[src/rtl/agc_pkg.sv]
package agc_pkg;
  parameter int SAMPLE_W  = 16;
  parameter int POW_W     = 2 * SAMPLE_W;
  parameter int MSB_W     = $clog2(POW_W);
  parameter int FRAC_W    = 4;
  parameter int LOG_W     = MSB_W + FRAC_W;
  parameter int AVG_SEL_W = 2;
  parameter int SUM_W     = LOG_W + AVG_SEL_W;
  parameter int GAIN_W    = 8;
  parameter int COEF_W    = 8;
  parameter int DEC_W     = 12;
  parameter int HOLD_W    = 16;
  parameter int LOOP_W    = LOG_W + 2 * COEF_W + 4;
  parameter int SCL_W     = SAMPLE_W + FRAC_W + 2 + (1 << (GAIN_W - FRAC_W));
  parameter int THIRD_MUL = 85;
  parameter int THIRD_SH  = 8;

  // Approximate log2 of the power: leading-one index plus linear mantissa
  function automatic logic [LOG_W-1:0] log2_approx(input logic [POW_W-1:0] p);
    logic [MSB_W-1:0] lead;
    logic [POW_W-1:0] norm;
    lead = '0;
    for (int b = 0; b < POW_W; b++) begin
      if (p[b]) lead = MSB_W'(b);
    end
    norm = p << (MSB_W'(POW_W - 1) - lead);
    if (p == '0) return '0;
    return {lead, norm[POW_W-2 -: FRAC_W]};
  endfunction

  // Divide a group sum by its size (1..4); a third uses a multiply-shift
  function automatic logic [LOG_W-1:0] avg_div(input logic [SUM_W-1:0] s,
                                               input logic [AVG_SEL_W-1:0] sel);
    logic [SUM_W+6:0] t;
    t = {7'b0, s} * (SUM_W+7)'(THIRD_MUL);
    case (sel)
      2'd0:    return LOG_W'(s);
      2'd1:    return LOG_W'(s >> 1);
      2'd2:    return LOG_W'(t >> THIRD_SH);
      default: return LOG_W'(s >> 2);
    endcase
  endfunction

  // One step of the first-order loop filter, clamped to the gain range
  function automatic logic [GAIN_W-1:0] loop_step(input logic [GAIN_W-1:0] g,
                                                  input logic [COEF_W-1:0] pole,
                                                  input logic [COEF_W-1:0] kg,
                                                  input logic [LOG_W-1:0]  req,
                                                  input logic [LOG_W-1:0]  est);
    logic signed [LOOP_W-1:0] gv, pv, kv, ev, acc, sh, top;
    gv  = $signed(LOOP_W'(g));
    pv  = $signed(LOOP_W'(pole));
    kv  = $signed(LOOP_W'(kg));
    ev  = $signed(LOOP_W'(req)) - $signed(LOOP_W'(est));
    acc = pv * gv + kv * ev;
    sh  = acc >>> COEF_W;
    top = $signed(LOOP_W'((1 << GAIN_W) - 1));
    if (sh < 0)   return '0;
    if (sh > top) return '1;
    return sh[GAIN_W-1:0];
  endfunction

  // Log-domain scaling: shift by integer part, multiply by (1 + fraction)
  function automatic logic signed [SAMPLE_W-1:0] scale_sample(
      input logic signed [SAMPLE_W-1:0] x, input logic [GAIN_W-1:0] g);
    logic signed [SCL_W-1:0] xe, m, prod, hi, lo;
    xe   = SCL_W'(x);
    m    = $signed(SCL_W'({1'b1, g[FRAC_W-1:0]}));
    prod = (xe * m) <<< g[GAIN_W-1:FRAC_W];
    prod = prod >>> FRAC_W;
    hi   = $signed(SCL_W'((1 << (SAMPLE_W - 1)) - 1));
    lo   = -hi - 1;
    if (prod > hi) return SAMPLE_W'(hi);
    if (prod < lo) return SAMPLE_W'(lo);
    return SAMPLE_W'(prod);
  endfunction
endpackage

[src/rtl/agc_power_log.sv]
module agc_power_log
  import agc_pkg::*;
(
  input  logic signed [SAMPLE_W-1:0] in_i,
  input  logic signed [SAMPLE_W-1:0] in_q,
  output logic [LOG_W-1:0]           level_o
);
  logic signed [POW_W-1:0] sq_i, sq_q;
  logic [POW_W-1:0]        power;

  assign sq_i    = in_i * in_i;
  assign sq_q    = in_q * in_q;
  assign power   = $unsigned(sq_i) + $unsigned(sq_q);
  assign level_o = log2_approx(power);
endmodule

[src/rtl/agc_avg_dec.sv]
module agc_avg_dec
  import agc_pkg::*;
(
  input  logic                 clk,
  input  logic                 rst_n,
  input  logic                 accept,
  input  logic [LOG_W-1:0]     level,
  input  logic [AVG_SEL_W-1:0] avg_sel,
  input  logic [DEC_W-1:0]     update_dec,
  input  logic [HOLD_W-1:0]    holdoff,
  output logic                 update_o,
  output logic [LOG_W-1:0]     avg_o
);
  logic [HOLD_W-1:0]    hold_cnt;
  logic [AVG_SEL_W-1:0] grp_cnt;
  logic [SUM_W-1:0]     grp_sum;
  logic [DEC_W-1:0]     dec_cnt;
  logic                 in_hold, est_take, grp_done;
  logic [SUM_W-1:0]     sum_now;

  assign in_hold  = hold_cnt < holdoff;
  assign est_take = accept && !in_hold;
  assign grp_done = est_take && (grp_cnt >= avg_sel);
  assign sum_now  = grp_sum + SUM_W'(level);
  assign avg_o    = avg_div(sum_now, avg_sel);
  assign update_o = grp_done && (dec_cnt >= update_dec);

  always_ff @(posedge clk or negedge rst_n) begin
    if (!rst_n) begin
      hold_cnt <= '0;
      grp_cnt  <= '0;
      grp_sum  <= '0;
      dec_cnt  <= '0;
    end else begin
      if (accept && in_hold) hold_cnt <= hold_cnt + 1'b1;
      if (est_take) begin
        if (grp_done) begin
          grp_cnt <= '0;
          grp_sum <= '0;
        end else begin
          grp_cnt <= grp_cnt + 1'b1;
          grp_sum <= sum_now;
        end
      end
      if (grp_done) dec_cnt <= update_o ? '0 : dec_cnt + 1'b1;
    end
  end

  assert_hold_blocks_R6: assert property (@(posedge clk) disable iff (!rst_n)
    in_hold |-> !update_o);
  assert_update_needs_sample_R5: assert property (@(posedge clk) disable iff (!rst_n)
    update_o |-> accept);
  assert_group_resets_R4: assert property (@(posedge clk) disable iff (!rst_n)
    grp_done |=> (grp_cnt == '0));
endmodule

[src/rtl/agc_loop_filter.sv]
module agc_loop_filter
  import agc_pkg::*;
(
  input  logic              clk,
  input  logic              rst_n,
  input  logic              update,
  input  logic [LOG_W-1:0]  estimate,
  input  logic [LOG_W-1:0]  request,
  input  logic [COEF_W-1:0] kgain,
  input  logic [COEF_W-1:0] pole,
  output logic [GAIN_W-1:0] gain_o
);
  always_ff @(posedge clk or negedge rst_n) begin
    if (!rst_n)      gain_o <= '0;
    else if (update) gain_o <= loop_step(gain_o, pole, kgain, request, estimate);
  end

  assert_gain_hold_R5: assert property (@(posedge clk) disable iff (!rst_n)
    !update |=> $stable(gain_o));
endmodule

[src/rtl/agc_scaler.sv]
module agc_scaler
  import agc_pkg::*;
(
  input  logic                       clk,
  input  logic                       rst_n,
  input  logic                       in_valid,
  input  logic                       bypass,
  input  logic signed [SAMPLE_W-1:0] in_i,
  input  logic signed [SAMPLE_W-1:0] in_q,
  input  logic [GAIN_W-1:0]          gain,
  output logic                       out_valid,
  output logic signed [SAMPLE_W-1:0] out_i,
  output logic signed [SAMPLE_W-1:0] out_q
);
  logic signed [SAMPLE_W-1:0] sc_i, sc_q;

  assign sc_i = bypass ? in_i : scale_sample(in_i, gain);
  assign sc_q = bypass ? in_q : scale_sample(in_q, gain);

  always_ff @(posedge clk or negedge rst_n) begin
    if (!rst_n) begin
      out_valid <= 1'b0;
      out_i     <= '0;
      out_q     <= '0;
    end else begin
      out_valid <= in_valid;
      if (in_valid) begin
        out_i <= sc_i;
        out_q <= sc_q;
      end
    end
  end

  assert_valid_follows_R7: assert property (@(posedge clk) disable iff (!rst_n)
    in_valid |=> out_valid);
  assert_valid_idle_R7: assert property (@(posedge clk) disable iff (!rst_n)
    !in_valid |=> !out_valid);
  assert_bypass_passes_R8: assert property (@(posedge clk) disable iff (!rst_n)
    (in_valid && bypass) |=> (out_i == $past(in_i) && out_q == $past(in_q)));
endmodule

[src/rtl/agc_loop_ctrl.sv]
module agc_loop_ctrl
  import agc_pkg::*;
(
  input  logic                       clk,
  input  logic                       rst_n,
  input  logic                       in_valid,
  input  logic signed [SAMPLE_W-1:0] in_i,
  input  logic signed [SAMPLE_W-1:0] in_q,
  input  logic [LOG_W-1:0]           cfg_request,
  input  logic [COEF_W-1:0]          cfg_kgain,
  input  logic [COEF_W-1:0]          cfg_pole,
  input  logic [AVG_SEL_W-1:0]       cfg_avg_sel,
  input  logic [DEC_W-1:0]           cfg_update_dec,
  input  logic [HOLD_W-1:0]          cfg_holdoff,
  input  logic                       cfg_bypass,
  output logic                       out_valid,
  output logic signed [SAMPLE_W-1:0] out_i,
  output logic signed [SAMPLE_W-1:0] out_q,
  output logic [GAIN_W-1:0]          gain_o
);
  logic [LOG_W-1:0] level_w;
  logic [LOG_W-1:0] avg_w;
  logic             update_w;
  logic             accept_w;

  assign accept_w = in_valid && !cfg_bypass;

  agc_power_log u_pow (
    .in_i(in_i), .in_q(in_q), .level_o(level_w)
  );

  agc_avg_dec u_est (
    .clk(clk), .rst_n(rst_n), .accept(accept_w), .level(level_w),
    .avg_sel(cfg_avg_sel), .update_dec(cfg_update_dec), .holdoff(cfg_holdoff),
    .update_o(update_w), .avg_o(avg_w)
  );

  agc_loop_filter u_lf (
    .clk(clk), .rst_n(rst_n), .update(update_w), .estimate(avg_w),
    .request(cfg_request), .kgain(cfg_kgain), .pole(cfg_pole), .gain_o(gain_o)
  );

  agc_scaler u_scl (
    .clk(clk), .rst_n(rst_n), .in_valid(in_valid), .bypass(cfg_bypass),
    .in_i(in_i), .in_q(in_q), .gain(gain_o),
    .out_valid(out_valid), .out_i(out_i), .out_q(out_q)
  );

  assert_bypass_freeze_R8: assert property (@(posedge clk) disable iff (!rst_n)
    cfg_bypass |=> $stable(gain_o));
endmodule

[config.mk]
export PLATFORM = sky130hd
export DESIGN_NAME = agc_loop_ctrl
export DESIGN_NICKNAME = d
export VERILOG_FILES = /design/src/rtl/agc_pkg.sv /design/src/rtl/agc_power_log.sv /design/src/rtl/agc_avg_dec.sv /design/src/rtl/agc_loop_filter.sv /design/src/rtl/agc_scaler.sv /design/src/rtl/agc_loop_ctrl.sv
export SDC_FILE = /design/constraint.sdc
export NUM_CORES = 2
export LEC_CHECK = 0
export CAP_MARGIN = 40
export CORE_ASPECT_RATIO = 1.5
export CORE_UTILIZATION = 32
export CTS_CLUSTER_SIZE = 10
export DETAILED_ROUTE_END_ITERATION = 8
export SLEW_MARGIN = 25
export SYNTH_ARGS = -nofsm -noshare
export SYNTH_HDL_FRONTEND = slang
export SYNTH_SLANG_ARGS = --single-unit
[constraint.sdc]
create_clock -name clk -period 12.4 [get_ports clk]
set_input_delay 2.48 -clock clk [delete_from_list [all_inputs] [get_ports clk]]
set_output_delay 2.48 -clock clk [all_outputs]
set_load 0.01 [all_outputs]
### Word level (Yosys, flattened, before mapping)

Cells that the tools add are included.
W data, S select, Z words.

* register bits: 82
* input port bits: 91

* add/sub/neg operators: 8
* $mul: 7
* $lt $le $gt $ge: 9
* equality and inequality tests: 2
* shifts and indexed selects: 3
* multiplexer cells: 63
* reduce and logical (&&, ||, !) cells: 9

Operators with widths (count)
* $mux W16: 10
* $mux W5: 16
* $sshl A22 B4 Y38: 2
* $gt A34 B16 Y1 const B: 2
* $lt A34 B16 Y1 const B: 2
* $mul A16 B16 Y32: 2
* $mul A16 B6 Y22: 2
* $add A32 B32 Y32: 1
* $logic_not A32 Y1: 1
* $mux W4: 8
* $mux W8: 4
* $shl A32 B5 Y31: 1
* $add A17 B29 Y29: 1
* $mul A9 B29 Y29: 1
* $pmux W9 S3: 1
* $gt A21 B9 Y1 const B: 1
* $lt A21 B1 Y1 const B: 1
* $mux W9: 2
* $mul A11 B7 Y17 const B: 1
* $add A16 B1 Y16 const B: 1
* $lt A16 B16 Y1: 1
* $mul A8 B8 Y16: 1
* $mux W1: 13
* $add A12 B1 Y12 const B: 1
* 15 further kinds: 25

### Logic depth before layout (Yosys ltp)

* depth in word-level cells: 49
* mapped depth: 91
* depth with buffers taken out: 88

### Modules after synthesis

Synthesis repeated with hierarchy kept, for this count alone.

* cells, all modules: 4689
* area total of the unflattened synthesis: 41237.0 sq um

By module, submodules not included
* agc_power_log: times used 1, cells an instance 2066, area an instance 19466.2 sq um
* agc_scaler: times used 1, cells an instance 1398, area an instance 10824.1 sq um
* agc_loop_filter: times used 1, cells an instance 715, area an instance 6318.6 sq um
* agc_avg_dec: times used 1, cells an instance 509, area an instance 4614.4 sq um
* agc_loop_ctrl: times used 1, cells an instance 1, area an instance 13.8 sq um

### Worst setup path before layout

OpenSTA, ideal clock, no wires.

* kind: in2reg
* start: input in_q[15]
* end: register u_lf.gain_o[0]
* library setup time: 0.123 ns
* arrival time: 21.778 ns
* slack: -9.500 ns
* stages on the path: 77
* path buffers: 3
* cells stage by stage: clkbuf_1 -> and2_1 -> fa_1 -> fa_1 -> inv_1 -> fa_1 -> fa_1 -> fa_1 -> fa_1 -> fa_1 -> inv_1 -> fa_1 -> ha_1 -> a21o_1 -> a31o_2 -> a2111oi_2 -> nor4b_1 -> or3b_1 -> [41 not listed] -> inv_1 -> fa_1 -> inv_1 -> fa_1 -> fa_1 -> inv_1 -> fa_1 -> inv_1 -> ha_1 -> a21o_1 -> a21oi_1 -> nor2b_1 -> a211oi_1 -> nor2b_1 -> or4_1 -> a21oi_1 -> nand4_1 -> o221a_2

* cells in the longest elaborated chain, start to end: 34
* elaborated cells between the ends (all ways): 40
* those cells by class: add/sub: 5; mul: 3; order compare: 2; shift: 1; mux: 28; reduce/logical: 1

RTL lines
* start: declaration: RTL line agc_loop_ctrl.sv:8 `input logic signed [SAMPLE_W-1:0] in_q,`
* $mul A16 B16 Y32 (*): RTL line agc_power_log.sv:12 `assign sq_q = in_q * in_q;`
* $add A32 B32 Y32 (*): RTL line agc_power_log.sv:13 `assign power = $unsigned(sq_i) + $unsigned(sq_q);`
* $mux W4: RTL line agc_pkg.sv:24 `if (p[b]) lead = MSB_W'(b);`
* $mux W5 (16 in series): RTL line agc_pkg.sv:24
* $sub A5 B5 Y5: RTL line agc_pkg.sv:26 `norm = p << (MSB_W'(POW_W - 1) - lead);`
* $shl A32 B5 Y31: RTL line agc_pkg.sv:26
* $mux W9 (*): RTL line agc_pkg.sv:28 `return {lead, norm[POW_W-2 -: FRAC_W]};`
* $add A11 B9 Y11 (*): RTL line agc_avg_dec.sv:24 `assign sum_now = grp_sum + SUM_W'(level);`
* [2 not listed]
* $sub A9 B9 Y10 (*): RTL line agc_pkg.sv:54 `ev = $signed(LOOP_W'(req)) - $signed(LOOP_W'(est));`
* $mul A9 B29 Y29 (*): RTL line agc_pkg.sv:55 `acc = pv * gv + kv * ev;`
* $add A17 B29 Y29 (*): RTL line agc_pkg.sv:55
* $gt A21 B9 Y1: RTL line agc_pkg.sv:59 `if (sh > top) return '1;`
* $mux W1 (2 in series): RTL line agc_pkg.sv:59
* $mux W1: RTL line agc_loop_filter.sv:15 `else if (update) gain_o <= loop_step(gain_o, pole, kgain, request, estimate);`
* $mux W8: RTL line agc_pkg.sv:60 `return sh[GAIN_W-1:0];`
* $mux W8 (*): RTL line agc_pkg.sv:59
* end signal: assignment: RTL line agc_loop_filter.sv:15
* end: declaration: RTL line agc_loop_filter.sv:11 `output logic [GAIN_W-1:0] gain_o`

Mark *: on every way between the ends. The rest lies on a longest branch, timed or not. The select of a mux whose other input is x is not followed.
A chain may end at the register's enable or synchronous reset.

### Worst setup path after layout

* start: input in_i[9]
* end: register u_lf.gain_o[5]

* cells in the longest elaborated chain, start to end: 40
* elaborated cells between the ends (all ways): 46
* those cells by class: add/sub: 5; mul: 3; order compare: 2; shift: 1; mux: 34; reduce/logical: 1

RTL lines
* start: declaration: RTL line agc_loop_ctrl.sv:7 `input logic signed [SAMPLE_W-1:0] in_i,`
* $mul A16 B16 Y32 (*): RTL line agc_power_log.sv:11 `assign sq_i = in_i * in_i;`
* $add A32 B32 Y32 (*): RTL line agc_power_log.sv:13
* $mux W4 (7 in series): RTL line agc_pkg.sv:24
* $mux W5 (16 in series): RTL line agc_pkg.sv:24
* $sub A5 B5 Y5: RTL line agc_pkg.sv:26
* $shl A32 B5 Y31: RTL line agc_pkg.sv:26
* $mux W9 (*): RTL line agc_pkg.sv:28
* $add A11 B9 Y11 (*): RTL line agc_avg_dec.sv:24
* [2 not listed]
* $sub A9 B9 Y10 (*): RTL line agc_pkg.sv:54
* $mul A9 B29 Y29 (*): RTL line agc_pkg.sv:55
* $add A17 B29 Y29 (*): RTL line agc_pkg.sv:55
* $gt A21 B9 Y1: RTL line agc_pkg.sv:59
* $mux W1 (2 in series): RTL line agc_pkg.sv:59
* $mux W1: RTL line agc_loop_filter.sv:15
* $mux W8: RTL line agc_pkg.sv:60
* $mux W8 (*): RTL line agc_pkg.sv:59

Marks and branches as above.

==> impl_metrics.prom <==
# TYPE chip_impl_metric gauge
chip_impl_info{name="status",value="finished with violations"} 1
chip_impl_info{name="failing_checks",value="negative setup slack"} 1
chip_impl_info{name="worst_path_max_delay_cell",value="fa_2"} 1
chip_impl_metric{name="die_w",unit="um"} 289
chip_impl_metric{name="grt_first_pass_wirelength",unit="mm"} 199
chip_impl_info{name="clk_root_buffer_cell",value="clkbuf_16"} 1
chip_impl_metric{name="max_cap_viol_count",unit=""} 0
chip_impl_info{name="rsz0062_at_grt",value="true"} 1
chip_impl_info{name="critPathKind",value="primary input to flop"} 1
chip_impl_metric{name="final_min_period_over_clock_period",unit="%"} 167
chip_impl_metric{name="final_hold_viol_count",unit=""} 0
chip_impl_metric{name="via_per_inst",unit=""} 4.96
chip_impl_info{name="cts_tree",value="built"} 1
chip_impl_metric{name="ports",unit=""} 132
chip_impl_info{name="start_kind",value="primary input"} 1
chip_impl_metric{name="synth.yosys.seq_area_share",unit="%"} 5.17
chip_impl_metric{name="yosysWarnings",unit=""} 0
chip_impl_metric{name="global_route.usage.total",unit="%"} 20.3
chip_impl_metric{name="synth.ff_latch_count",unit=""} 82
chip_impl_metric{name="coreArea",unit="um2"} 123000
chip_impl_metric{name="cpPeakStageDelay",unit="ns"} 0.60
chip_impl_metric{name="dp.final_hpwl",unit="mm"} 104
chip_impl_metric{name="synth_area_per_cell",unit="um2"} 8.76
chip_impl_metric{name="globalRouteOverflowTotal",unit=""} 0
chip_impl_metric{name="area.growth.synth_to_final",unit="%"} 28.6
chip_impl_metric{name="die-height",unit="um"} 433
chip_impl_metric{name="clock_insertion_delay_worst_skew",unit="ns"} 0.39
chip_impl_metric{name="grt_max_degree",unit=""} 75
chip_impl_metric{name="fp.dieArea",unit="um2"} 125000
chip_impl_metric{name="holdPathStages",unit=""} 2
chip_impl_metric{name="syn-cell-area",unit="um2"} 39700
chip_impl_metric{name="slew_headroom",unit="%"} 40.3
chip_impl_metric{name="cts_made_buffers",unit=""} 9
chip_impl_metric{name="clock.fmax",unit="GHz"} 0.0482
chip_impl_metric{name="worst_slack",unit="ns"} -8.37
chip_impl_metric{name="worst_setup_hold_path_clk_slew",unit="ns"} 0.08
chip_impl_metric{name="synth_largest_type_area_fraction",unit="%"} 37.7
chip_impl_metric{name="finalWorstPathRequiredPeriod",unit="ns"} 20.77
chip_impl_info{name="ys.flop_type",value="dfrtp_1"} 1
chip_impl_metric{name="cts_buffer_depth",unit=""} 2
chip_impl_info{name="final_cell_mix",value="inv_1, fa_1, buf_4"} 1
chip_impl_info{name="synth.area.top_cells",value="fa_1, ha_1, inv_1, dfrtp_1, nand2_1"} 1
chip_impl_metric{name="final_report_max_slew_violation_count",unit=""} 0
chip_impl_metric{name="drive_above_1_share",unit="%"} 23.8
chip_impl_metric{name="route.detailed.wl_per_inst",unit="um"} 18.3
chip_impl_metric{name="tightestPinTransition",unit="ns"} 0.873
chip_impl_metric{name="netlist-cell-type-count",unit=""} 102
chip_impl_metric{name="place.gp.congestion",unit=""} 0.958
chip_impl_metric{name="finalInstanceArea",unit="um2"} 51000
chip_impl_info{name="r2r_start",value="u_est.grp_sum[0]"} 1
chip_impl_metric{name="critical_path_peak_fanout",unit=""} 8
chip_impl_metric{name="numClockSinks",unit=""} 82
chip_impl_metric{name="drc_errors",unit=""} 0
chip_impl_metric{name="reg2reg_depth",unit=""} 46
chip_impl_info{name="hold_path_startpoint",value="u_est.grp_sum[2]"} 1
chip_impl_metric{name="htree_num_levels",unit=""} 3
chip_impl_metric{name="cp.arrival",unit="ns"} 21.04
chip_impl_metric{name="post_route_wl",unit="mm"} 124
chip_impl_info{name="yosys.area.top_type",value="fa_1"} 1
chip_impl_metric{name="vias",unit=""} 33800
chip_impl_metric{name="drc_violation_total_after_the_first_tritonroute_iteration",unit=""} 1761
chip_impl_metric{name="drt_pass1_iterations",unit=""} 5
chip_impl_metric{name="synth.net_count",unit=""} 5775
chip_impl_metric{name="worst_clock_skew",unit="ns"} 0.0143
chip_impl_metric{name="regToRegSetupSlack",unit="ns"} 1.52
chip_impl_metric{name="fin_nets",unit=""} 6459
chip_impl_metric{name="grt_antenna_before_repair",unit=""} 2
chip_impl_metric{name="grt_pass1_vias",unit=""} 36300
chip_impl_metric{name="setup_violations",unit=""} 10
chip_impl_metric{name="antenna_left",unit=""} 0
chip_impl_info{name="crit_path_frequent_cell",value="fa_1"} 1
chip_impl_info{name="layout.cells.most_common",value="inv_1"} 1
chip_impl_metric{name="synthCells",unit=""} 4528
chip_impl_metric{name="placement.cell_area",unit="um2"} 47800
chip_impl_metric{name="core.rowCount",unit=""} 157
chip_impl_metric{name="initial_utilization",unit="%"} 32.4
chip_impl_info{name="hold_end",value="u_est.grp_sum[2]"} 1
chip_impl_metric{name="synth_enable_flop_cells",unit=""} 0
chip_impl_metric{name="async_flop_share",unit="%"} 100
chip_impl_metric{name="buffer_ports.inserted",unit=""} 131
chip_impl_metric{name="critical_path_required",unit="ns"} 12.67
chip_impl_metric{name="n_antenna_cell",unit=""} 0
chip_impl_info{name="worst_reg2reg_endpoint",value="u_lf.gain_o[5]"} 1
chip_impl_info{name="worst_hold_path_type",value="flop to flop"} 1
chip_impl_metric{name="finalHoldWorstSlack",unit="ns"} 0.489
chip_impl_info{name="critPathCaptureType",value="flop"} 1
==> critical path, delay by kind of cell <==
family / cells / cell delay [ns]
adders and majority gates: 23 / 9.66
and+or+nand+nor: 12 / 2.63
AOI/OAI and AO/OA: 16 / 2.52
buffers and inverters: 19 / 2.26
muxes: 4 / 0.91
xor gates and xnor gates: 3 / 0.51
==> cell usage after synthesis, types with 11 or more instances <==
master	instances
a31oi_1	13
o2111ai_1	18
o21bai_1	14
or2_2	11
o22ai_1	11
o21ai_0	149
o211ai_1	32
mux2i_1	71
nor4_1	16
nand4_1	24
dfrtp_1	82
mux4_2	12
and3_1	18
mux2_2	21
ha_1	408
and2_1	240
a21oi_1	154
a211oi_1	24
o31ai_1	18
nand2b_1	26
nand3b_1	20
nor2_1	201
inv_1	996
a21o_1	55
xnor2_1	98
a21boi_0	11
nand3_1	47
a311oi_1	13
o21a_1	32
or3_1	14
nor3_1	35
clkbuf_1	167
a2111oi_0	14
nor2b_1	47
nand2_1	405
fa_1	748
xor2_1	49
==> area by class of cell <==
type | count | area [um2]
Fill cell | 12100 | 71600
Multi-Input combinational cell | 3259 | 35100
Clock buffer | 9 | 225
Inverter | 1000 | 3790
Sequential cell | 82 | 2060
Timing Repair Buffer | 860 | 7820
Tap cell | 1590 | 1990
Clock inverter | 7 | 66.3
==> sequential cells by signal (all words and copies together) (netlist names) <==
name             count
u_est.grp_sum       11
u_scl.out_q         16
u_est.grp_cnt        2
u_est.dec_cnt       12
u_lf.gain_o          8
u_est.hold_cnt      16
u_scl.out_valid      1
u_scl.out_i         16
==> per-layer routing <==
layer | global-route usage, % | wire (um) | vias to the layer above
met2 | 37.6 | 65700 | 763
met5 | 0 | 0 | -
met4 | 6.93 | 5020 | 0
met1 | 24.3 | 49700 | 17000
met3 | 1.63 | 3860 | 210
li1 | - | - | 15800
==> worst max-delay path by stage <==
stage / from / endpoint / slack (ns) / depth (start not counted)
after global placement: in_i[5] / u_lf.gain_o[2] / -9.51 / 77
after detailed placement: in_i[5] / u_lf.gain_o[4] / -9.70 / 78
after global routing: in_i[2] / u_lf.gain_o[5] / -9.09 / 92
final: in_i[9] / u_lf.gain_o[5] / -8.37 / 77
after floorplan: in_i[4] / u_lf.gain_o[0] / -7.90 / 83
after CTS: in_i[4] / u_lf.gain_o[5] / -8.37 / 80
==> metrics by stage <==
stage               utilization [%]  std cells  setup slack, ns  setup TNS, ns
floorplan                         -       4528            -7.90         -63.51
global placement               39.0       6655            -9.51         -83.35
detailed placement             39.0       6659            -9.70         -85.01
CTS                            41.3       6795            -8.37         -67.37
global route                   41.6       6807            -9.09         -74.37
finish                         41.6       6807            -8.37         -67.41
==> cells by family after synthesis <==
logic type               Yosys count  share of synthesized area [%]
buffers and inverters           1187                           11.3
adder cells (fa/ha/maj)         1156                           50.6
AND/OR/NAND/NOR                 1150                           14.4
AO/OA/AOI/OAI                    697                           12.1
XOR/XNOR                         149                           3.36
multiplexers                     106                           3.13
flip-flops                        82                           5.17
other                              1                        0.00945
==> repair_timing <==
item	CTS	global route
setup endpoints to repair	16	15
pin swaps	222	80
cloned	11	2
buffers inserted	111	14
resized for setup	452	134
hold buffers	0	0
Power is not shown: default switching activity piles up to over one toggle a cycle in this logic, so the estimate is an artifact.
